`config.mk`:
```
export PLATFORM = sky130hd
export DESIGN_NAME = bus_cycle_seq
export DESIGN_NICKNAME = d
export VERILOG_FILES = /design/src/rtl/bcs_pkg.sv /design/src/rtl/bcs_tstate_fsm.sv /design/src/rtl/bcs_rfsh_ctr.sv /design/src/rtl/bcs_strobe_gen.sv /design/src/rtl/bus_cycle_seq.sv
export SDC_FILE = /design/constraint.sdc
export NUM_CORES = 1
export LEC_CHECK = 0
export BUFFER_PORTS_ARGS = -buffer_cell sky130_fd_sc_hd__buf_2
export CORE_MARGIN = 8
export CORE_UTILIZATION = 45
export DETAILED_ROUTE_END_ITERATION = 12
export PLACE_DENSITY = 0.74
export SYNTH_ARGS = -nofsm -noshare
export SYNTH_HDL_FRONTEND = slang
export SYNTH_SLANG_ARGS = --single-unit
```
`constraint.sdc`:
```
create_clock -name clk -period 1.5 [get_ports clk]
set_clock_uncertainty 0.05 [all_clocks]
set_input_delay 0 -clock clk [delete_from_list [all_inputs] [get_ports clk]]
set_output_delay 0 -clock clk [all_outputs]
set_load 0.005 [all_outputs]
```
`src/rtl/bcs_pkg.sv`:
```
package bcs_pkg;

  typedef enum logic [2:0] {
    K_FETCH = 3'd0,
    K_MRD   = 3'd1,
    K_MWR   = 3'd2,
    K_IORD  = 3'd3,
    K_IOWR  = 3'd4
  } cyc_kind_e;

  typedef enum logic [2:0] {
    S_IDLE  = 3'd0,
    S_T1    = 3'd1,
    S_T2    = 3'd2,
    S_TAUTO = 3'd3,
    S_TWAIT = 3'd4,
    S_T3    = 3'd5,
    S_T4    = 3'd6
  } tstate_e;

endpackage

```
`src/rtl/bcs_tstate_fsm.sv`:
```
module bcs_tstate_fsm
  import bcs_pkg::*;
(
  input  logic    clk,
  input  logic    rst_n,
  input  logic    start,
  input  logic    is_fetch,
  input  logic    is_io,
  input  logic    wait_n,
  output tstate_e state_o,
  output logic    phase_o,
  output logic    smp_pass_o
);

  tstate_e st_q, st_d;
  logic    ph_q, ph_d;
  logic    adv_en;

  // Clock enable: the sequencer only moves when busy or starting
  assign adv_en = (st_q != S_IDLE) | start;

  always_comb begin
    st_d = st_q;
    ph_d = ph_q;
    if (st_q == S_IDLE) begin
      if (start) begin
        st_d = S_T1;
        ph_d = 1'b0;
      end
    end else if (!ph_q) begin
      ph_d = 1'b1;
    end else begin
      ph_d = 1'b0;
      case (st_q)
        S_T1:    st_d = S_T2;
        S_T2: begin
          if (is_io)       st_d = S_TAUTO;
          else if (wait_n) st_d = S_T3;
          else             st_d = S_TWAIT;
        end
        S_TAUTO,
        S_TWAIT: st_d = wait_n ? S_T3 : S_TWAIT;
        S_T3:    st_d = is_fetch ? S_T4 : S_IDLE;
        default: st_d = S_IDLE;
      endcase
    end
  end

  always_ff @(posedge clk or negedge rst_n) begin
    if (!rst_n) begin
      st_q <= S_IDLE;
      ph_q <= 1'b0;
    end else if (adv_en) begin
      st_q <= st_d;
      ph_q <= ph_d;
    end
  end

  // Leaving a wait-sampling point towards T3 this clock
  assign smp_pass_o = ph_q & wait_n &
                      (((st_q == S_T2) & ~is_io) | (st_q == S_TAUTO) | (st_q == S_TWAIT));

  assign state_o = st_q;
  assign phase_o = ph_q;

endmodule

```
`src/rtl/bcs_rfsh_ctr.sv`:
```
module bcs_rfsh_ctr #(
  parameter int RW = 7
) (
  input  logic          clk,
  input  logic          rst_n,
  input  logic          inc,
  output logic [RW-1:0] cnt_o
);

  logic [RW-1:0] cnt_q, cnt_d;

  always_comb begin
    cnt_d = cnt_q + {{(RW-1){1'b0}}, 1'b1};
  end

  always_ff @(posedge clk or negedge rst_n) begin
    if (!rst_n)   cnt_q <= '0;
    else if (inc) cnt_q <= cnt_d;
  end

  assign cnt_o = cnt_q;

endmodule

```
`src/rtl/bcs_strobe_gen.sv`:
```
module bcs_strobe_gen
  import bcs_pkg::*;
#(
  parameter int AW = 16,
  parameter int DW = 8,
  parameter int RW = 7
) (
  input  tstate_e       state,
  input  logic          phase,
  input  cyc_kind_e     kind,
  input  logic [AW-1:0] addr_q,
  input  logic [DW-1:0] wdata_q,
  input  logic [RW-1:0] rfsh,
  output logic [AW-1:0] addr_o,
  output logic [DW-1:0] dout_o,
  output logic          dout_en_o,
  output logic          mreq_n_o,
  output logic          iorq_n_o,
  output logic          rd_n_o,
  output logic          wr_n_o,
  output logic          done_o,
  output logic          cap_rd_o,
  output logic          rfsh_inc_o
);

  localparam int PAD_W = AW - RW;

  logic is_fetch, is_io, is_rd, is_wr;
  logic t1b, t3a, t3b, t4a, t4b, mid;
  logic mem_span, io_span, span, rf_span, rf_addr;

  always_comb begin
    is_fetch = (kind == K_FETCH);
    is_io    = (kind == K_IORD) | (kind == K_IOWR);
    is_rd    = (kind == K_FETCH) | (kind == K_MRD) | (kind == K_IORD);
    is_wr    = (kind == K_MWR) | (kind == K_IOWR);

    t1b = (state == S_T1) &  phase;
    t3a = (state == S_T3) & ~phase;
    t3b = (state == S_T3) &  phase;
    t4a = (state == S_T4) & ~phase;
    t4b = (state == S_T4) &  phase;
    mid = (state == S_T2) | (state == S_TWAIT) | (state == S_TAUTO);

    mem_span = is_fetch ? (t1b | mid) : (t1b | mid | t3a);
    io_span  = mid | t3a;
    span     = is_io ? io_span : mem_span;
    rf_span  = is_fetch & (t3b | t4a);
    rf_addr  = is_fetch & ((state == S_T3) | (state == S_T4));

    mreq_n_o = ~((~is_io & span) | rf_span);
    iorq_n_o = ~(is_io & span);
    rd_n_o   = ~(is_rd & span);
    wr_n_o   = ~(is_wr & span);

    addr_o    = rf_addr ? {{PAD_W{1'b0}}, rfsh} : addr_q;
    dout_o    = wdata_q;
    dout_en_o = is_wr & (state != S_IDLE);

    done_o     = is_fetch ? t4b : t3b;
    cap_rd_o   = is_rd & ~is_fetch & t3a;
    rfsh_inc_o = t4b & is_fetch;
  end

endmodule

```
`src/rtl/bus_cycle_seq.sv`:
```
module bus_cycle_seq
  import bcs_pkg::*;
#(
  parameter int AW = 16,
  parameter int DW = 8,
  parameter int RW = 7
) (
  input  logic          clk,
  input  logic          rst_n,
  input  logic          req_valid,
  input  logic [2:0]    req_kind,
  input  logic [AW-1:0] req_addr,
  input  logic [DW-1:0] req_wdata,
  output logic          req_ready,
  output logic          rsp_done,
  output logic [DW-1:0] rsp_rdata,
  output logic [AW-1:0] bus_addr,
  output logic [DW-1:0] bus_dout,
  output logic          bus_dout_en,
  input  logic [DW-1:0] bus_din,
  output logic          bus_mreq_n,
  output logic          bus_iorq_n,
  output logic          bus_rd_n,
  output logic          bus_wr_n,
  input  logic          bus_wait_n
);

  // Reset: asserted asynchronously, released on a clock edge
  logic rst_meta_q, rst_sync_q;
  always_ff @(posedge clk or negedge rst_n) begin
    if (!rst_n) begin
      rst_meta_q <= 1'b0;
      rst_sync_q <= 1'b0;
    end else begin
      rst_meta_q <= 1'b1;
      rst_sync_q <= rst_meta_q;
    end
  end

  tstate_e       state;
  logic          phase, smp_pass, accept, cap_rd, rfsh_inc, cap_en;
  cyc_kind_e     kind_q, kind_d;
  logic [AW-1:0] addr_q;
  logic [DW-1:0] wdata_q, rdata_q;
  logic [RW-1:0] rfsh;
  logic          is_fetch, is_io;

  always_comb begin
    req_ready = (state == S_IDLE);
    accept    = req_valid & req_ready;
    case (req_kind)
      3'd0:    kind_d = K_FETCH;
      3'd2:    kind_d = K_MWR;
      3'd3:    kind_d = K_IORD;
      3'd4:    kind_d = K_IOWR;
      default: kind_d = K_MRD;
    endcase
    is_fetch = (kind_q == K_FETCH);
    is_io    = (kind_q == K_IORD) | (kind_q == K_IOWR);
    cap_en   = (is_fetch & smp_pass) | cap_rd;
  end

  always_ff @(posedge clk or negedge rst_sync_q) begin
    if (!rst_sync_q) begin
      kind_q  <= K_FETCH;
      addr_q  <= '0;
      wdata_q <= '0;
    end else if (accept) begin
      kind_q  <= kind_d;
      addr_q  <= req_addr;
      wdata_q <= req_wdata;
    end
  end

  always_ff @(posedge clk or negedge rst_sync_q) begin
    if (!rst_sync_q)  rdata_q <= '0;
    else if (cap_en)  rdata_q <= bus_din;
  end

  bcs_tstate_fsm u_fsm (
    .clk        (clk),
    .rst_n      (rst_sync_q),
    .start      (accept),
    .is_fetch   (is_fetch),
    .is_io      (is_io),
    .wait_n     (bus_wait_n),
    .state_o    (state),
    .phase_o    (phase),
    .smp_pass_o (smp_pass)
  );

  bcs_rfsh_ctr #(.RW(RW)) u_rfsh (
    .clk   (clk),
    .rst_n (rst_sync_q),
    .inc   (rfsh_inc),
    .cnt_o (rfsh)
  );

  bcs_strobe_gen #(.AW(AW), .DW(DW), .RW(RW)) u_strb (
    .state      (state),
    .phase      (phase),
    .kind       (kind_q),
    .addr_q     (addr_q),
    .wdata_q    (wdata_q),
    .rfsh       (rfsh),
    .addr_o     (bus_addr),
    .dout_o     (bus_dout),
    .dout_en_o  (bus_dout_en),
    .mreq_n_o   (bus_mreq_n),
    .iorq_n_o   (bus_iorq_n),
    .rd_n_o     (bus_rd_n),
    .wr_n_o     (bus_wr_n),
    .done_o     (rsp_done),
    .cap_rd_o   (cap_rd),
    .rfsh_inc_o (rfsh_inc)
  );

  assign rsp_rdata = rdata_q;

endmodule

```
==> impl_metrics.env <==
export IMPL_setup_viol_count_final=69
export IMPL_timing_final_crit_share_pct=128.1
export IMPL_crit_start="kind_q[0]"
export IMPL_cpLargestDelayFamily="compound AO/OA/AOI/OAI gates"
export IMPL_portBuffers=77
export IMPL_powerDensity_mw_per_mm2=1901
export IMPL_cts_htree_levels=2
export IMPL_synthToLayoutAreaGrowth_pct=74.94
export IMPL_crit_path_top_delay_cell="dfrtp_2"
export IMPL_yosysSeqAreaShare_pct=45.39
export IMPL_grtUsageTotal_pct=22.81
export IMPL_path_cells="buf_6 > or3_4 > a21oi_2 > o21ai_1 > a32oi_1 > buf_2"
export IMPL_clkSlewWorstSetupHoldPaths_ps=90
export IMPL_final_net_count=504
export IMPL_hold_path_class="flop to async pin"
export IMPL_cts_max_path_buffers=2
export IMPL_synth_area_per_cell_um2=8.850
export IMPL_worstReg2RegStart="u_fsm.state_o[0]"
export IMPL_drtIter0Drc=168
export IMPL_final_cell_mix="buf_2 (68), nand2_1 (54), dfrtp_1 (44)"
export IMPL_place_ws_ps=-197.6
export IMPL_diodes=0
export IMPL_crit_path_start_kind="flop"
export IMPL_cp_end_kind="output pin"
export IMPL_clkLatencyLatePin_ps=300
export IMPL_max_freq_mhz=520.3
export IMPL_drv_cap=0
export IMPL_fin_hold_ws_ps=5.029
export IMPL_netlist_top_cells_area="dfrtp_1 (45%), nand2_1 (14%), and2_1 (4.3%)"
export IMPL_first_pass_iters=6
export IMPL_violations="setup timing"
export IMPL_utilization_pct=79.60
export IMPL_start_util_pct=45.50
export IMPL_crit_fanout=4
export IMPL_place_area_mm2=0.003344
export IMPL_drc=0
export IMPL_finalMaxSlewViolations=0
export IMPL_cts_root_buffer="clkbuf_8"
export IMPL_netlist_instances=299
export IMPL_final_common_cell="buf_2"
export IMPL_grt_max_degree=46
export IMPL_clock_power_share_pct=8.9
export IMPL_worstSetupPathType="flop to output pin"
export IMPL_synth_nets=339
export IMPL_totalWireLength_um=10750
export IMPL_synth_top_area_share_pct=45.39
export IMPL_leakage_nw=2.254
export IMPL_core_mm2=0.005816
export IMPL_fin_area_mm2=0.004629
export IMPL_ys_ff_latch=48
export IMPL_via_per_inst=5.594
export IMPL_combPwrFrac_pct=65.6
export IMPL_status="finished with violations"
export IMPL_ys_warnings_count=0
export IMPL_die_w_um=92.69
export IMPL_yosys_area_share_simple_pct=28.75
export IMPL_die_area_mm2=0.008591
export IMPL_worstPathRequired_ps=1450
export IMPL_hold_viol_final=0
export IMPL_grt_pass1_wl_um=15740
export IMPL_grt_overflow_total=0
export IMPL_critPathBufInv=2
export IMPL_yosys_area_share_adder_pct=0.4728
export IMPL_power_switching_mw=3.656
export IMPL_synth_largest_area_cell="dfrtp_1"
export IMPL_seqPwrFrac_pct=25.5
export IMPL_drive_above_1_share_pct=50.32
export IMPL_synth_top_family_by_area="simple AND/OR/NAND/NOR gates"
export IMPL_final_cells=540
export IMPL_vias=3021
export IMPL_setup_ws_ps=-422.0
export IMPL_synth_compound_area_share_pct=12.96
export IMPL_yosys_area_share_xor_xnor_pct=2.317
export IMPL_layout_min_cycle_time_ps=1922
export IMPL_ios=78
export IMPL_rsz0062_at_grt="true"
export IMPL_antenna_found_initial=0
export IMPL_ant_nets=0
export IMPL_vdd_drop_max_v=0.001155
export IMPL_syn_area_mm2=0.002646
export IMPL_rows=28
export IMPL_dp_cells=463
export IMPL_die_h_um=92.69
export IMPL_p_sw_share_pct=41.53
export IMPL_synthMuxAreaShare_pct=3.404
export IMPL_synth_cell_types=48
export IMPL_cts_tree="done"
export IMPL_cts_buffers=5
export IMPL_clock_sinks=48
export IMPL_grt_pass1_vias=3123
export IMPL_routedWlPerCell_um=19.91
export IMPL_cp_slowest_stage_delay_ps=450
export IMPL_internal_power_mw=5.147
export IMPL_place_gp_congestion=0.8372
export IMPL_worstPathArrival_ps=1870
export IMPL_dp_hpwl_um=5020
state kept, by name (all words and copies together) (netlist names):
register	flops
rst_sync_q	1
kind_q	3
rst_meta_q	1
u_fsm.phase_o	1
addr_q	16
rsp_rdata	8
wdata_q	8
u_fsm.state_o	3
u_rfsh.cnt_o	7
synth_stat cells (all sizes together):
cell type	instances
or3	1
nand3	11
a21oi	8
nand4	4
nor3b	2
and4bb	1
nor2b	3
buf	17
nand2	99
a222oi	8
ha	1
xnor2	6
a21boi	1
nand3b	2
o211ai	9
and3	2
o31ai	1
inv	11
conb	1
nor2	4
a22oi	1
o221ai	1
and2b	1
o311ai	1
dfrtp	48
and4	1
a211oi	9
mux2	8
o21ai	5
xor2	1
nand2b	1
nor3	3
nand4bb	1
a22o	1
a32oi	1
or4b	1
clkbuf	4
and2	19
power by group through the flow:
stage               Sequential, mW  Combinational (mW)  Clock, mW
floorplan                     2.02                2.21          0
CTS                           2.10                5.13      0.782
detailed placement            2.10                3.57          0
finish                        2.24                5.78      0.783
global route                  2.29                6.13      0.832
global placement              2.07                3.49          0
final timing paths:
kind / endpoint / slack (ps) / cells after the start
setup reg to reg: wdata_q[5] / -300 / 10
setup / recovery: bus_mreq_n / -420 / 6
min in group clk: u_fsm.phase_o / 30 / 3
max in group asynchronous: rst_sync_q / 760 / 3
hold / removal: wdata_q[6] / 5 / 0
hold reg to reg: wdata_q[6] / 5 / 0
cell type report:
class                      instances  area (um^2)
inverter                          11        41.29
multi-input combinational        222         1674
clock inverter                     1        5.005
sequential                        48         1206
tap                               75        93.84
timing repair buffer             176         1533
fill                             349         1186
clock buffer                       7        76.32
cell families (layout without fill, tap and decap cells):
logic type	after synthesis	in the layout
other cells	1	1
compound gates	46	46
buf+inv	32	195
simple gates	156	159
xor+xnor	7	7
fa+ha+maj	1	1
flops	48	48
mux	8	8
per-layer routing:
| metal | wire length [um] | GRT usage, % | vias to the layer above |
|---|---|---|---|
| li1 | - | - | 1352 |
| met1 | 3790 | 24.75 | 1470 |
| met2 | 5758 | 42.07 | 163 |
| met3 | 851 | 6.392 | 36 |
| met4 | 352 | 6.577 | 0 |
| met5 | 0 | 0 | - |
stage by stage:
step | setup TNS, ps | total power, mW
2_1_floorplan | -1407 | 4.239
3_3_place_gp | -1738 | 5.564
3_5_place_dp | -3488 | 5.670
4_1_cts | -11790 | 8.014
5_1_grt | -21930 | 9.247
6_report | -18740 | 8.802
repair_timing:
| item | in CTS | in global routing |
|---|---|---|
| hold buffers | 38 | 0 |
| endpoints found under the setup margin | 67 | 69 |
| setup buffers | 23 | 4 |
| endpoints found under the hold margin | 38 | 0 |
| gates cloned | 7 | 2 |
| resized for setup | 87 | 56 |
| pin swaps | 55 | 38 |
No activity file was read; power rests on OpenSTA's default activity.
